**src/rtl/wpd_pkg.sv**
```systemverilog
`timescale 1ns/1ps
package wpd_pkg;

    typedef enum logic [1:0] {
        SEL_SKIP = 2'b00,
        SEL_POS  = 2'b01,
        SEL_NEG  = 2'b10,
        SEL_RSVD = 2'b11
    } lit_sel_e;

    // One literal of a product term; ignored selectors contribute a 1.
    function automatic logic lit_eval(input lit_sel_e sel, input logic bit_in);
        logic r;
        unique case (sel)
            SEL_POS:  r = bit_in;
            SEL_NEG:  r = ~bit_in;
            default:  r = 1'b1;
        endcase
        return r;
    endfunction

endpackage

```
**src/rtl/wpd_cfg_store.sv**
```systemverilog
`timescale 1ns/1ps
module wpd_cfg_store #(
    parameter int N_IN   = 42,
    parameter int N_DEC  = 4,
    parameter int N_OR   = 2,
    parameter int N_TERM = 2 * N_DEC,
    parameter int CFG_W  = 2 * N_IN + 1,
    parameter int ADDR_W = 3
) (
    input  logic                              clk,
    input  logic                              rst_n,
    input  logic                              cfg_we,
    input  logic [ADDR_W-1:0]                 cfg_addr,
    input  logic [CFG_W-1:0]                  cfg_data,
    output logic [N_DEC-1:0][2*N_IN-1:0]      sel_o,
    output logic [N_DEC-1:0]                  split_o,
    output logic [N_OR-1:0][N_TERM-1:0]       mask_o
);

    localparam int SPLIT_BIT = 2 * N_IN;

    always_ff @(posedge clk or negedge rst_n) begin
        if (!rst_n) begin
            sel_o   <= '0;
            split_o <= '0;
            mask_o  <= '0;
        end else if (cfg_we) begin
            for (int d = 0; d < N_DEC; d++) begin
                if (cfg_addr == ADDR_W'(d)) begin
                    sel_o[d]   <= cfg_data[2*N_IN-1:0];
                    split_o[d] <= cfg_data[SPLIT_BIT];
                end
            end
            for (int k = 0; k < N_OR; k++) begin
                if (cfg_addr == ADDR_W'(N_DEC + k)) begin
                    mask_o[k] <= cfg_data[N_TERM-1:0];
                end
            end
        end
    end

    for (genvar d = 0; d < N_DEC; d++) begin : g_dec_chk
        // a write to entry d is visible after the edge that took it
        assert_write_lands_R7: assert property (@(posedge clk) disable iff (!rst_n)
            ($past(rst_n) && $past(cfg_we) && ($past(cfg_addr) == ADDR_W'(d)))
            |-> (sel_o[d] == $past(cfg_data[2*N_IN-1:0]) &&
                 split_o[d] == $past(cfg_data[SPLIT_BIT])));
        // entries not addressed keep their contents
        assert_entry_holds_R7: assert property (@(posedge clk) disable iff (!rst_n)
            ($past(rst_n) && !($past(cfg_we) && ($past(cfg_addr) == ADDR_W'(d))))
            |-> ($stable(sel_o[d]) && $stable(split_o[d])));
        // leaving reset finds cleared selectors and flags
        assert_reset_clears_R8: assert property (@(posedge clk) disable iff (!rst_n)
            !$past(rst_n) |-> (sel_o[d] == '0 && !split_o[d]));
    end

    for (genvar k = 0; k < N_OR; k++) begin : g_or_chk
        assert_mask_reset_R8: assert property (@(posedge clk) disable iff (!rst_n)
            !$past(rst_n) |-> (mask_o[k] == '0));
    end

endmodule

```
**src/rtl/wpd_pterm.sv**
```systemverilog
`timescale 1ns/1ps
module wpd_pterm #(
    parameter int N_IN = 42
) (
    input  logic              clk,
    input  logic              rst_n,
    input  logic [N_IN-1:0]   edge_in,
    input  logic [2*N_IN-1:0] sel_i,
    input  logic              split_i,
    output logic              lo_o,
    output logic              hi_o
);

    localparam int HALF = N_IN / 2;

    logic [N_IN-1:0] lit;
    logic            and_all;
    logic            and_lo;
    logic            and_hi;

    for (genvar i = 0; i < N_IN; i++) begin : g_lit
        assign lit[i] = wpd_pkg::lit_eval(wpd_pkg::lit_sel_e'(sel_i[2*i +: 2]), edge_in[i]);
    end

    always_comb begin
        and_all = &lit;
        and_lo  = &lit[HALF-1:0];
        and_hi  = &lit[N_IN-1:HALF];
        lo_o    = split_i ? and_lo : and_all;
        hi_o    = split_i & and_hi;
    end

    // an unsplit decoder never raises its upper term
    assert_upper_off_R5: assert property (@(posedge clk) disable iff (!rst_n)
        !split_i |-> !hi_o);
    // in split mode the lower term ignores the upper half entirely
    assert_lower_indep_R6: assert property (@(posedge clk) disable iff (!rst_n)
        ($past(split_i) && split_i && $stable(edge_in[HALF-1:0]) &&
         $stable(sel_i[2*HALF-1:0])) |-> $stable(lo_o));
    // in split mode the upper term ignores the lower half entirely
    assert_upper_indep_R6: assert property (@(posedge clk) disable iff (!rst_n)
        ($past(split_i) && split_i && $stable(edge_in[N_IN-1:HALF]) &&
         $stable(sel_i[2*N_IN-1:2*HALF])) |-> $stable(hi_o));

endmodule

```
**src/rtl/wpd_or_plane.sv**
```systemverilog
`timescale 1ns/1ps
module wpd_or_plane #(
    parameter int N_TERM = 8,
    parameter int N_OR   = 2
) (
    input  logic                        clk,
    input  logic                        rst_n,
    input  logic [N_TERM-1:0]           term_i,
    input  logic [N_OR-1:0][N_TERM-1:0] mask_i,
    output logic [N_OR-1:0]             sum_o
);

    for (genvar k = 0; k < N_OR; k++) begin : g_sum
        assign sum_o[k] = |(term_i & mask_i[k]);

        // no enabled terms means a low sum
        assert_empty_low_R10: assert property (@(posedge clk) disable iff (!rst_n)
            (mask_i[k] == '0) |-> !sum_o[k]);
        // a single enabled, high term is enough to raise the sum
        assert_hit_high_R9: assert property (@(posedge clk) disable iff (!rst_n)
            ($countones(term_i & mask_i[k]) != 0) |-> sum_o[k]);
        // with every term low the sum is low whatever the mask
        assert_no_hit_low_R9: assert property (@(posedge clk) disable iff (!rst_n)
            (term_i == '0) |-> !sum_o[k]);
    end

endmodule

```
**src/rtl/wide_pterm_decoder.sv**
```systemverilog
`timescale 1ns/1ps
module wide_pterm_decoder #(
    parameter int N_IN  = 42,
    parameter int N_DEC = 4,
    parameter int N_OR  = 2,
    localparam int N_TERM = 2 * N_DEC,
    localparam int CFG_W  = 2 * N_IN + 1,
    localparam int N_ENT  = N_DEC + N_OR,
    localparam int ADDR_W = (N_ENT > 1) ? $clog2(N_ENT) : 1
) (
    input  logic              clk,
    input  logic              rst_n,
    input  logic              cfg_we,
    input  logic [ADDR_W-1:0] cfg_addr,
    input  logic [CFG_W-1:0]  cfg_data,
    input  logic [N_IN-1:0]   edge_in,
    output logic [N_TERM-1:0] term_o,
    output logic [N_OR-1:0]   sum_o
);

    logic [N_DEC-1:0][2*N_IN-1:0] sel_q;
    logic [N_DEC-1:0]             split_q;
    logic [N_OR-1:0][N_TERM-1:0]  mask_q;

    wpd_cfg_store #(
        .N_IN   (N_IN),
        .N_DEC  (N_DEC),
        .N_OR   (N_OR),
        .N_TERM (N_TERM),
        .CFG_W  (CFG_W),
        .ADDR_W (ADDR_W)
    ) u_cfg (
        .clk      (clk),
        .rst_n    (rst_n),
        .cfg_we   (cfg_we),
        .cfg_addr (cfg_addr),
        .cfg_data (cfg_data),
        .sel_o    (sel_q),
        .split_o  (split_q),
        .mask_o   (mask_q)
    );

    for (genvar d = 0; d < N_DEC; d++) begin : g_dec
        wpd_pterm #(
            .N_IN (N_IN)
        ) u_pterm (
            .clk     (clk),
            .rst_n   (rst_n),
            .edge_in (edge_in),
            .sel_i   (sel_q[d]),
            .split_i (split_q[d]),
            .lo_o    (term_o[2*d]),
            .hi_o    (term_o[2*d+1])
        );
    end

    wpd_or_plane #(
        .N_TERM (N_TERM),
        .N_OR   (N_OR)
    ) u_or (
        .clk    (clk),
        .rst_n  (rst_n),
        .term_i (term_o),
        .mask_i (mask_q),
        .sum_o  (sum_o)
    );

    // all-ignore decoder (unsplit) yields a high whole term
    for (genvar d = 0; d < N_DEC; d++) begin : g_top_chk
        assert_all_skip_high_R4: assert property (@(posedge clk) disable iff (!rst_n)
            (!split_q[d] && ($countones(sel_q[d]) == 0)) |-> term_o[2*d]);
    end

endmodule

```
**config.mk**
```make
export PLATFORM = sky130hd
export DESIGN_NAME = wide_pterm_decoder
export DESIGN_NICKNAME = d
export VERILOG_FILES = /design/src/rtl/wpd_pkg.sv /design/src/rtl/wpd_cfg_store.sv /design/src/rtl/wpd_pterm.sv /design/src/rtl/wpd_or_plane.sv /design/src/rtl/wide_pterm_decoder.sv
export SDC_FILE = /design/constraint.sdc
export NUM_CORES = 1
export LEC_CHECK = 0
export BUFFER_PORTS_ARGS = -buffer_cell sky130_fd_sc_hd__buf_2
export CORE_MARGIN = 10
export CORE_UTILIZATION = 65
export DETAILED_ROUTE_END_ITERATION = 7
export PLACE_DENSITY_LB_ADDON = 0.2
export SYNTH_ARGS = -nofsm -noshare
export SYNTH_HDL_FRONTEND = slang
export SYNTH_SLANG_ARGS = --single-unit
```
**constraint.sdc**
```tcl
create_clock -name clk -period 3.75 [get_ports clk]
set_clock_uncertainty 0.2 [all_clocks]
set_input_delay 0.1875 -clock clk [delete_from_list [all_inputs] [get_ports clk]]
set_output_delay 0.1875 -clock clk [all_outputs]
set_load 0.005 [all_outputs]
```
# [Yosys cells after proc, flatten, opt, wreduce, memory -nomap -nowiden]
# Cells that the tools add are included.
[totals] ram_bits=0 romBits=0 reg_bits=356 elab_cells=592 latch_bits=0 n_memories=0
[classes] n_mul=0 n_reduce_logical=21 div=0 magnitude_cmp=0 bitwise_logic=48 eq_ne=341 mux=172 add_sub_neg=0 shift=0
[op_table] op="2-bit by 1-bit == test with 1-bit output, second input constant" n=168
[op_table] op="2-bit == test, second input constant" n=168
[op_table] op="1-bit case mux with 2 select lines" n=168
[op_table] op="21-bit AND reduction" n=8
[op_table] op="42-bit AND reduction" n=4
[op_table] op="1-bit NOT" n=42
[op_table] op="8-bit bitwise AND" n=2
[op_table] op="8-bit OR reduction" n=2
[op_table] op="2-bit AND reduction" n=6
[op_table] op="3-bit by 2-bit == test with 1-bit output, second input constant" n=2
[op_table] op="3-bit == test, second input constant" n=2
[op_table] op="1-bit bitwise AND" n=4
[op_table] op="1-bit 2-to-1 mux" n=4
[op_table] op="3-bit by 1-bit == test with 1-bit output, second input constant" n=1
[op_table] op="3-bit logical NOT" n=1

# [Depth between registers and ports, before layout]
# Gate-level depths: netlist of run 1.
[depth] ltp_word=6 mapped_depth=9

# [By module]
# Synthesis of run 1 repeated with hierarchy kept, for this count alone.
[hier_totals] hier_cells=1737 hier_area_um2=21405.5
[modules_own_cells] module="wpd_cfg_store" area_each_um2=13190.2 instances=1 seq_area_each_um2=8908.5 cells_per_inst=755
[modules_own_cells] module="wpd_pterm" area_each_um2=2035.7 instances=4 seq_area_each_um2=0.0 cells_per_inst=243
[modules_own_cells] module="wpd_or_plane" area_each_um2=72.6 instances=1 seq_area_each_um2=0.0 cells_per_inst=10

# [Worst setup path before layout of run 1]
# No wires, ideal clock.
[synth_timing] path_kind="register -> output" from="register u_cfg.sel_o[220] (netlist name)" to="output sum_o[0]" path_stages_with_launch=9 slack_ns=1.631 required_ns=3.362 t_arrival_ns=1.732 cell_sequence="dfrtp_1 > ha_1 > mux2_1 > o22ai_2 > nor4_1 > and4_4 > a22o_1 > a221oi_2 > nand3_2"
[synth_via] elab_chain_cells=6 elab_cells_between_ends=9 classes_between="eq/ne: 2; mux: 2; bitwise: 2; reduce/logical: 3"
[synth_rtl] item="from (decl)" line_no="wpd_cfg_store.sv:15" source="output logic [N_DEC-1:0][2*N_IN-1:0] sel_o,"
[synth_rtl] item="from (signal, indexed assignment)" line_no="wpd_cfg_store.sv:30" source="sel_o[d] <= cfg_data[2*N_IN-1:0];"
[synth_rtl] item="2-bit == test / 2-bit by 1-bit == test with 1-bit output (equally long branches)" line_no="wpd_pkg.sv:14" source="unique case (sel)"
[synth_rtl] item="1-bit case mux with 2 select lines (*)" line_no="wpd_pkg.sv:14"
[synth_rtl] item="21-bit AND reduction (*)" line_no="wpd_pterm.sv:28" source="and_hi = &lit[N_IN-1:HALF];"
[synth_rtl] item="1-bit bitwise AND (*)" line_no="wpd_pterm.sv:30" source="hi_o = split_i & and_hi;"
[synth_rtl] item="named net g_dec[2].u_pterm.hi_o" line_no="wpd_pterm.sv:11" source="output logic hi_o"
[synth_rtl] item="8-bit bitwise AND (*)" line_no="wpd_or_plane.sv:14" source="assign sum_o[k] = |(term_i & mask_i[k]);"
[synth_rtl] item="8-bit OR reduction (*)" line_no="wpd_or_plane.sv:14"
[synth_rtl] item="to (decl)" line_no="wide_pterm_decoder.sv:18" source="output logic [N_OR-1:0] sum_o"
# The timed path passes the listed nets; every way through them passes the cells marked *.

# [Worst setup path after layout of run 1]
[layout_timing] from="register u_cfg.sel_o[72] (netlist name)" to="output sum_o[1]"
[layout_via] elab_chain_cells=6 elab_cells_between_ends=9 classes_between="eq/ne: 2; mux: 2; bitwise: 2; reduce/logical: 3"
[layout_rtl] item="2-bit == test / 2-bit by 1-bit == test with 1-bit output (equally long branches)" line_no="wpd_pkg.sv:14"
[layout_rtl] item="1-bit case mux with 2 select lines (*)" line_no="wpd_pkg.sv:14"
[layout_rtl] item="42-bit AND reduction / 21-bit AND reduction (equally long branches)" line_no="wpd_pterm.sv:26, wpd_pterm.sv:28"
[layout_rtl] item="1-bit 2-to-1 mux / 1-bit bitwise AND (equally long branches)" line_no="wpd_pterm.sv:29, wpd_pterm.sv:30"
[layout_rtl] item="8-bit bitwise AND (*)" line_no="wpd_or_plane.sv:14"
[layout_rtl] item="8-bit OR reduction (*)" line_no="wpd_or_plane.sv:14"
# Mark *: on every way between the ends. The rest lies on a longest branch, timed or not.

==> results.py, run 1 <==
metrics = {
    "outcome": {
        "status": "complete, no violations",
    },
    "synthesis": {
        "ys_ff_latch": 356,
        "synthFlopType": "dfrtp_1",
        "synth-edff-count": 0,
        "ys_seq_area_frac": 0.424,
        "syn_area_mm2": 0.0210,
        "netlist_instances": 2031,
        "ys_warn_count": 0,
        "syn-num-nets": 2500,
        "synth_cell_types": 40,
        "ys_async_sr_fraction": 1.00,
        "synth.avg_cell_area_um2": 10.3,
    },
    "power": {
        "switchingPower_mw": 4.13,
        "p_int_mw": 8.62,
        "powerDensity_mw_per_mm2": 525,
        "power_mw": 12.7,
        "combinationalPowerShare": 0.284,
        "power.leakage_nw": 12.1,
        "switching_share": 0.324,
        "seq_power_share": 0.408,
        "p_clk_frac": 0.308,
        "ir_worst_vdd_uv": 351,
    },
    "timing": {
        "grt_setup_unrepaired": "no",
        "slew_headroom": 0.449,
        "hold_violations": 0,
        "tightest_slew_ps": 826,
        "slew_viol_final": 0,
        "fin_crit_sh": 0.879,
        "tns_ps": 0,
        "setup_viol": 0,
        "fmax_mhz": 303,
        "layout_min_cycle_time_ps": 3300,
    },
    "cts": {
        "cts_sinks": 356,
        "postCtsSetupRepairBufs": 0,
        "root_buffer": "clkbuf_16",
        "insertion_delay_ps": 510,
        "cts_inserted_buffers": 40,
        "ctsLongestPathBuffers": 3,
        "clkTransAtPathRegs_ps": 60,
        "h-tree-depth": 2,
        "post_cts_resized": 0,
        "cts_tree": "yes",
    },
    "routing": {
        "drt_wl_total_mm": 53.8,
        "drt_iter0_markers": 1286,
        "avgRoutedWirePerCell_um": 20.1,
        "viasPerCell": 5.74,
        "route.detailed.drc": 0,
        "antenna_left": 0,
        "firstDrtPassIters": 5,
        "via_count": 15300,
    },
    "global_routing": {
        "grt_max_degree": 170,
        "gr-total-overflow": 0,
        "grt_pass1_vias": 16200,
        "grt_pass1_wl_mm": 85.9,
        "grt_usage": 0.274,
        "antenna_found_initial": 2,
    },
    "place": {
        "gp_congestion": 0.873,
        "dp.cells": 2518,
        "post_dp_cell_area_mm2": 0.0221,
        "port-buffer-count": 142,
        "dp_hpwl_mm": 38.8,
    },
    "die": {
        "row_count": 65,
        "core_mm2": 0.0317,
        "die_h_um": 200,
        "dieArea_mm2": 0.0399,
        "die_width_um": 200,
        "io_pins": 143,
        "start_util": 0.663,
    },
    "critical_path": {
        "cp-start-kind": "flop",
        "r2r-start": "u_cfg.sel_o[273]",
        "regToRegSetupSlack_ps": 2730,
        "cp-startpoint": "u_cfg.sel_o[72]",
        "crit_required_ps": 3360,
        "end_kind": "output pin",
        "path_class": "reg -> out",
        "cp_max_fo": 3,
        "worstPathArrival_ps": 2910,
    },
    "final_layout": {
        "fin_nets": 2713,
        "final_cells": 2671,
        "area_delta_synth_final_pct": 15.5,
        "finalInstanceArea_mm2": 0.0243,
        "drive_above_1_share": 0.213,
    },
    "min_path": {
        "hold_path.class": "in -> async",
    },
    "job": {
        "maxCapViolations": 0,
    },
}
-- through the flow --
stage | hold WS [ps] | utilization | setup slack (ps)
after CTS | 61.6 | 0.766 | 433
final | 42.2 | 0.766 | 452
after floorplan | -308 | - | 1630
after detailed placement | 33.7 | 0.698 | 1030
after global routing | 83.5 | 0.766 | 311
after global placement | 41.2 | 0.698 | 1100
-- cell type report --
class                           instances  area (um2)
Antenna cell                            1        2.50
Clock buffer                           55        1160
Clock inverter                         11         139
Fill cell                            2117        7430
Inverter                              339        1270
Multi-Input combinational cell       1265       10500
Sequential cell                       356        8910
Tap cell                              402         503
Timing Repair Buffer                  242        1770
-- critical path: stages, from the launching register on --
cell	delay, ps
dfrtp_1	360
inv_1	70
ha_1	190
mux2_2	260
o22ai_1	460
nor3_1	130
and4_4	220
o2bb2ai_1	120
a221oi_1	230
nand4_1	180
buf_2	170
-- cells in the final DEF (no fill, tap or decap), drive strengths merged, types with 4 or more instances in the layout --
cell / instances
nand3: 9
clkinv: 6
inv: 340
o22ai: 80
nor3: 10
nor4: 16
ha: 336
nand2: 255
buf: 156
dfrtp: 356
clkbuf: 55
nor2b: 7
dlygate4sd3: 86
nor2: 4
a211oi: 8
o21ai: 253
mux2: 263
-- cells by family (layout without fill, tap and decap cells) --
logic type | count (synthesis) | in the layout | share of synthesized area
AOI/OAI and AO/OA | 353 | 353 | 0.0944
and+or+nand+nor | 313 | 313 | 0.0648
muxes | 263 | 263 | 0.141
other | 0 | 1 | 0
DFF | 356 | 356 | 0.424
adders and majority gates | 336 | 336 | 0.200
buffers and inverters | 410 | 647 | 0.0761
-- synthesized netlist by cell type, drive strengths merged (3+ instances only) --
library cell / n / area [um2]
dfrtp: 356 / 8910
clkbuf: 35 / 131
nor3: 10 / 65.1
nor2: 4 / 20.0
buf: 36 / 196
nor2b: 7 / 43.8
nand2: 255 / 957
ha: 336 / 4200
nor4: 16 / 119
and4: 3 / 31.3
inv: 339 / 1270
o21ai: 253 / 1270
a211oi: 8 / 60.1
nand3: 9 / 50.1
o22ai: 80 / 563
mux2: 263 / 2960
-- path summary, 6_finish.rpt --
path | endpoint | depth (start not counted)
max | sum_o[1] | 10
min | u_cfg.sel_o[321] | 2
max reg2reg | u_cfg.sel_o[273] | 1
min reg2reg | u_cfg.mask_o[14] | 1
max in group asynchronous | u_cfg.sel_o[104] | 4
min in group clk | u_cfg.mask_o[7] | 3
-- sequential cells by signal, summed over array words and instances, names as in the netlist --
| name | count |
|---|---|
| u_cfg.mask_o | 16 |
| u_cfg.sel_o | 336 |
| u_cfg.split_o | 4 |
-- repair_timing --
item	in CTS	in global routing
hold buffers	86	0
endpoints found under the hold margin	446	0
endpoints found under the setup margin	0	0
-- power groups by stage --
stage | combinational, mW | sequential (mW) | clock (mW)
global route | 4.07 | 5.30 | 4.13
finish | 3.62 | 5.20 | 3.93
detailed placement | 3.44 | 5.24 | 0
floorplan | 2.24 | 5.09 | 0
global placement | 3.23 | 5.18 | 0
CTS | 3.59 | 5.19 | 3.97
-- metal layers --
metal  share of wire  up-vias  GRT usage
met5         0.00032        -          0
met4           0.022        4     0.0715
met3           0.073       91     0.0507
met2            0.46      468      0.436
met1            0.44     7606      0.380
li1                -     7151          -
No activity file was read; power rests on OpenSTA's default activity.
==> run 2: changes to the inputs <==
==> constraint.sdc (replaced) <==
create_clock -name clk -period 3.75 [get_ports clk]
set_clock_uncertainty 0.2 [all_clocks]
set_input_delay 0.5625 -clock clk [delete_from_list [all_inputs] [get_ports clk]]
set_output_delay 0.5625 -clock clk [all_outputs]
set_load 0.005 [all_outputs]
==> run 2 against run 1 <==
Compared with the run above: sequential power about the same; utilization shrank 2.4 points; sequential share of layout area grew 1.2 points; hold slack improved by 43 ps; design area decreased by 3.2%; critical path depth stayed put; register-to-register slack about the same; largest power group unchanged; non-clock buffer count shrank 79; flip-flop and latch count did not move; total power is 0.34% lower; worst setup slack got worse by 320 ps; highest routed layer unchanged.
==> results.py, run 2 (synthesis gave the netlist of run 1 again) <==
metrics = {
    "cts": {
        "cts_sinks": 356,
        "insertion_delay_ps": 520,
        "root_buffer": "clkbuf_16",
        "cts_tree": "yes",
        "ctsLongestPathBuffers": 3,
        "h-tree-depth": 2,
        "clkTransAtPathRegs_ps": 60,
        "postCtsSetupRepairBufs": 0,
        "cts_inserted_buffers": 39,
    },
    "timing": {
        "grt_setup_unrepaired": "no",
        "hold_violations": 0,
        "fmax_mhz": 276,
        "layout_min_cycle_time_ps": 3620,
        "slew_headroom": 0.295,
        "setup_viol": 0,
        "tns_ps": 0,
        "tightest_slew_ps": 1050,
        "fin_crit_sh": 0.966,
        "slew_viol_final": 0,
    },
    "final_layout": {
        "drive_above_1_share": 0.225,
        "nFillCells": 2241,
        "final_util": 0.741,
        "largest_register_ffs": 336,
        "area_delta_synth_final_pct": 11.9,
        "largest_register": "u_cfg.sel_o",
        "layout_commonest_cell": "dfrtp_1",
        "layout_common_cells": "dfrtp_1 (356), inv_1 (339), ha_1 (336), nand2_1 (255), o21ai_0 (253)",
        "fin_nets": 2633,
        "largest_registers": "u_cfg.sel_o (336), u_cfg.mask_o (16), u_cfg.split_o (4)",
    },
    "global_routing": {
        "grt_busiest_layer": "met2",
        "antenna_found_initial": 2,
        "grt_max_degree": 171,
        "grt_pass1_wl_mm": 82.1,
        "gr-usage-met1": 0.361,
        "met3_usage": 0.0690,
        "gr-total-overflow": 0,
        "grt_usage": 0.264,
        "grt_use_met2": 0.414,
        "grt_pass1_vias": 15200,
    },
    "critical_path": {
        "cp-start-kind": "flop",
        "path_class": "reg -> out",
        "end_kind": "output pin",
        "slowest_stage": "a211oi_1",
        "worstPathArrival_ps": 2860,
        "cp_max_fo": 3,
        "critPathMaxStageDelay_ps": 530,
        "crit_chain": "inv_1, ha_1, nor2b_1, a211oi_1, nor4_2, a31oi_1, nor2_2, a21boi_0, nand3_2, buf_2",
        "crit_required_ps": 2990,
    },
    "job": {
        "maxCapViolations": 0,
    },
    "routing": {
        "viasPerCell": 5.76,
        "drt_wl_total_mm": 52.4,
        "drt_iter0_markers": 1044,
        "via_count": 15000,
        "antenna_left": 0,
        "firstDrtPassIters": 5,
        "avgRoutedWirePerCell_um": 20.2,
        "route.detailed.drc": 0,
    },
    "power": {
        "ir_worst_vdd_uv": 416,
        "power_mw": 12.7,
        "powerDensity_mw_per_mm2": 540,
        "power.leakage_nw": 11.8,
    },
    "place": {
        "dp_hpwl_mm": 38.4,
        "port-buffer-count": 142,
        "gp_congestion": 0.861,
    },
    "die": {
        "io_pins": 143,
        "core_mm2": 0.0317,
        "dieArea_mm2": 0.0399,
        "die_h_um": 200,
        "die_width_um": 200,
        "row_count": 65,
        "start_util": 0.663,
    },
    "outcome": {
        "status": "complete, no violations",
    },
    "min_path": {
        "hold_path.class": "in -> reg",
    },
}
run 2: timing repair:
| action | in CTS | in global routing |
|---|---|---|
| setup endpoints to repair | 0 | 2 |
| endpoints found under the hold margin | 93 | 0 |
| gates resized for setup | 0 | 4 |
| hold buffers | 1 | 0 |
run 2: path summary, 6_finish.rpt:
kind	from	to	slack (ps)	cells past startpoint
max	u_cfg.sel_o[310]	sum_o[0]	130	10
min	cfg_data[13]	u_cfg.sel_o[13]	80	3
max reg2reg	u_cfg.sel_o[317]	u_cfg.sel_o[317]	2730	1
min reg2reg	u_cfg.mask_o[15]	u_cfg.mask_o[15]	310	1
max in group asynchronous	rst_n	u_cfg.sel_o[178]	1830	4
min in group asynchronous	rst_n	u_cfg.sel_o[159]	440	2
run 2: area by class of cell:
cell class	instances	area, um2	area share
clock buffer	59	1190	0.0508
sequential	356	8910	0.379
timing repair buffer	163	981	0.0417
tap	402	503	0.0214
inverter	339	1270	0.0541
multi-input combinational	1265	10600	0.449
antenna	3	7.51	0.000319
clock inverter	10	100	0.00426
run 2: stage by stage:
stage          hold slack (ps)  worst slack, ps  instances  cell area (um2)
2_1_floorplan             66.9             1220       2031            21000
3_3_place_gp               289              560       2524            22200
3_5_place_dp               299              549       2524            22200
4_1_cts                   76.2              137       2594            23500
5_1_grt                   91.6             7.81       2594            23500
6_report                  84.8              127       2597            23500
run 2: critical path: cells and delay by family, from the launching register on:
kind / cells / cell delay (ps)
AOI/OAI and AO/OA: 3 / 1050
and+or+nand+nor: 4 / 510
DFF: 1 / 370
adders and majority gates: 1 / 180
buffers and inverters: 2 / 210
run 2: power by group:
group,internal [mW],switching (mW),total [mW]
Combinational,1.58,2.03,3.61
Sequential,4.66,0.536,5.20
Clock,2.33,1.57,3.90
run 2: metal layers:
metal,up-vias,share of wire
li1,6984,-
met1,7484,0.44
met2,398,0.46
met3,87,0.078
met4,2,0.021
met5,-,0.00025
==> run 3: changes to the inputs <==
--- a/config.mk
+++ b/config.mk
@@ -6,6 +6,7 @@
 export NUM_CORES = 1
 export LEC_CHECK = 0
 export BUFFER_PORTS_ARGS = -buffer_cell sky130_fd_sc_hd__buf_2
+export CORE_ASPECT_RATIO = 1.75
 export CORE_MARGIN = 10
 export CORE_UTILIZATION = 65
 export DETAILED_ROUTE_END_ITERATION = 7
==> run 3 against run 2 <==
Compared with the run above: clock-buffer cell count down 8; cell count down 0.54%; sequential share of layout area up 0.25 points; wire length up 2.6%; critical endpoint is now sum_o[1]; largest cell class unchanged; highest routed layer unchanged.
==> results.py, run 3 (synthesis gave the netlist of run 1 again) <==
metrics = {
    "power": {
        "power_mw": 12.5,
        "powerDensity_mw_per_mm2": 537,
        "power.leakage_nw": 11.8,
        "ir_worst_vdd_uv": 433,
    },
    "die": {
        "dieArea_mm2": 0.0402,
        "core_mm2": 0.0321,
        "io_pins": 143,
        "row_count": 87,
        "die_width_um": 156,
        "start_util": 0.655,
        "die_h_um": 258,
    },
    "cts": {
        "ctsLongestPathBuffers": 3,
        "clkTransAtPathRegs_ps": 60,
        "insertion_delay_ps": 530,
        "cts_sinks": 356,
        "cts_tree": "yes",
        "root_buffer": "clkbuf_16",
        "h-tree-depth": 2,
        "postCtsSetupRepairBufs": 0,
        "cts_inserted_buffers": 35,
    },
    "timing": {
        "layout_min_cycle_time_ps": 3640,
        "fin_crit_sh": 0.969,
        "tightest_slew_ps": 869,
        "hold_ws_ps": 86.4,
        "fmax_mhz": 275,
        "grt_setup_unrepaired": "yes",
        "slew_headroom": 0.421,
        "hold_violations": 0,
        "setup_slack_ps": 114,
        "slew_viol_final": 0,
        "setup_viol": 0,
    },
    "final_layout": {
        "largest_register_ffs": 336,
        "largest_registers": "u_cfg.sel_o (336), u_cfg.mask_o (16), u_cfg.split_o (4)",
        "fin_nets": 2629,
        "drive_above_1_share": 0.223,
        "layout_common_cells": "dfrtp_1 (356), inv_1 (339), ha_1 (336), nand2_1 (255), o21ai_0 (253)",
        "final_cells": 2583,
        "largest_register": "u_cfg.sel_o",
        "diodes": 0,
        "area_delta_synth_final_pct": 11.1,
        "nFillCells": 2340,
        "final_util": 0.728,
        "layout_commonest_cell": "dfrtp_1",
    },
    "routing": {
        "avgRoutedWirePerCell_um": 20.8,
        "antenna_left": 0,
        "viasPerCell": 5.79,
        "firstDrtPassIters": 5,
        "route.detailed.drc": 0,
        "drt_wl_total_mm": 53.8,
        "via_count": 15000,
        "drt_iter0_markers": 781,
    },
    "place": {
        "port-buffer-count": 142,
        "dp_hpwl_mm": 40.7,
        "gp_congestion": 0.908,
        "dp_slack_ps": 338,
        "dp.cells": 2522,
    },
    "global_routing": {
        "grt_usage": 0.268,
        "antenna_found_initial": 1,
        "met3_usage": 0.0371,
        "gr-usage-met1": 0.256,
        "grt_pass1_wl_mm": 84.0,
        "grt_use_met2": 0.500,
        "grt_busiest_layer": "met2",
        "grt_pass1_vias": 16100,
        "gr-total-overflow": 0,
        "grt_max_degree": 125,
    },
    "critical_path": {
        "cp_max_fo": 3,
        "cp-start-kind": "flop",
        "worstPathArrival_ps": 2870,
        "crit_required_ps": 2990,
        "end_kind": "output pin",
        "path_class": "reg -> out",
    },
    "job": {
        "maxCapViolations": 0,
    },
    "outcome": {
        "status": "complete, no violations",
    },
    "min_path": {
        "hold_path.class": "in -> reg",
    },
}
==> run 3: cell types whose count changed in the layout (fill, tap and decap cells not counted), moves of 2 or more <==
cell / delta
a211oi_1: +3
a211oi_2: -3
buf_12: -3
buf_4: +3
clkbuf_1: -2
clkbuf_16: -4
clkbuf_8: -2
clkinv_2: -3
diode_2: -3
o22ai_1: -4
o22ai_2: +4
==> run 3: per-stage QoR <==
stage	setup TNS, ps	cell area [um2]
2_1_floorplan	0	21000
3_3_place_gp	0	22100
3_5_place_dp	0	22100
4_1_cts	0	23300
5_1_grt	-18.3	23400
6_report	0	23400
==> run 3: path summary, 6_finish.rpt <==
path / from / end / slack (ps) / cells past startpoint
max in group asynchronous: rst_n / u_cfg.sel_o[314] / 1890 / 3
setup reg to reg: u_cfg.sel_o[258] / u_cfg.sel_o[258] / 2730 / 1
setup / recovery: u_cfg.sel_o[149] / sum_o[1] / 110 / 10
min in group asynchronous: rst_n / u_cfg.sel_o[316] / 370 / 2
hold reg to reg: u_cfg.mask_o[15] / u_cfg.mask_o[15] / 310 / 1
hold / removal: cfg_data[80] / u_cfg.sel_o[248] / 90 / 3
==> run 3: power by group <==
group	internal (mW)	leakage, nW	total (mW)	switching [mW]
clock network	2.17	0.587	3.70	1.53
registers	4.66	4.32	5.19	0.535
logic	1.60	6.85	3.65	2.05
==> run 3: cell type report <==
type	count	area, um2	area share
multi-input combinational	1265	10600	0.452
clock inverter	9	124	0.00530
tap	400	500	0.0214
sequential	356	8910	0.381
clock buffer	51	1060	0.0453
inverter	339	1270	0.0545
timing repair buffer	163	943	0.0404
==> run 3: what timing repair did <==
| item | CTS | global route |
|---|---|---|
| endpoints found under the setup margin | 2 | 2 |
| hold endpoints to repair | 76 | 0 |
| gates resized for setup | 2 | 3 |
| pin swaps | 0 | 0 |
| cloned | 0 | 0 |
| hold buffers | 1 | 0 |
==> run 3: per-layer routing <==
| metal | up-vias | wire length (um) |
|---|---|---|
| met3 | 191 | 2150 |
| met2 | 376 | 29100 |
| met1 | 7429 | 17800 |
| met5 | - | 11 |
| met4 | 2 | 4750 |
| li1 | 6968 | - |
==> run 3: worst max-delay path, stage by stage, from the launching register on <==
cell	delay, ps
dfrtp_1	360
inv_1	60
ha_1	170
mux2_1	290
o22ai_1	350
nor4_1	110
nand3_1	180
nor2_1	110
a221oi_1	250
nand4_1	250
buf_2	210
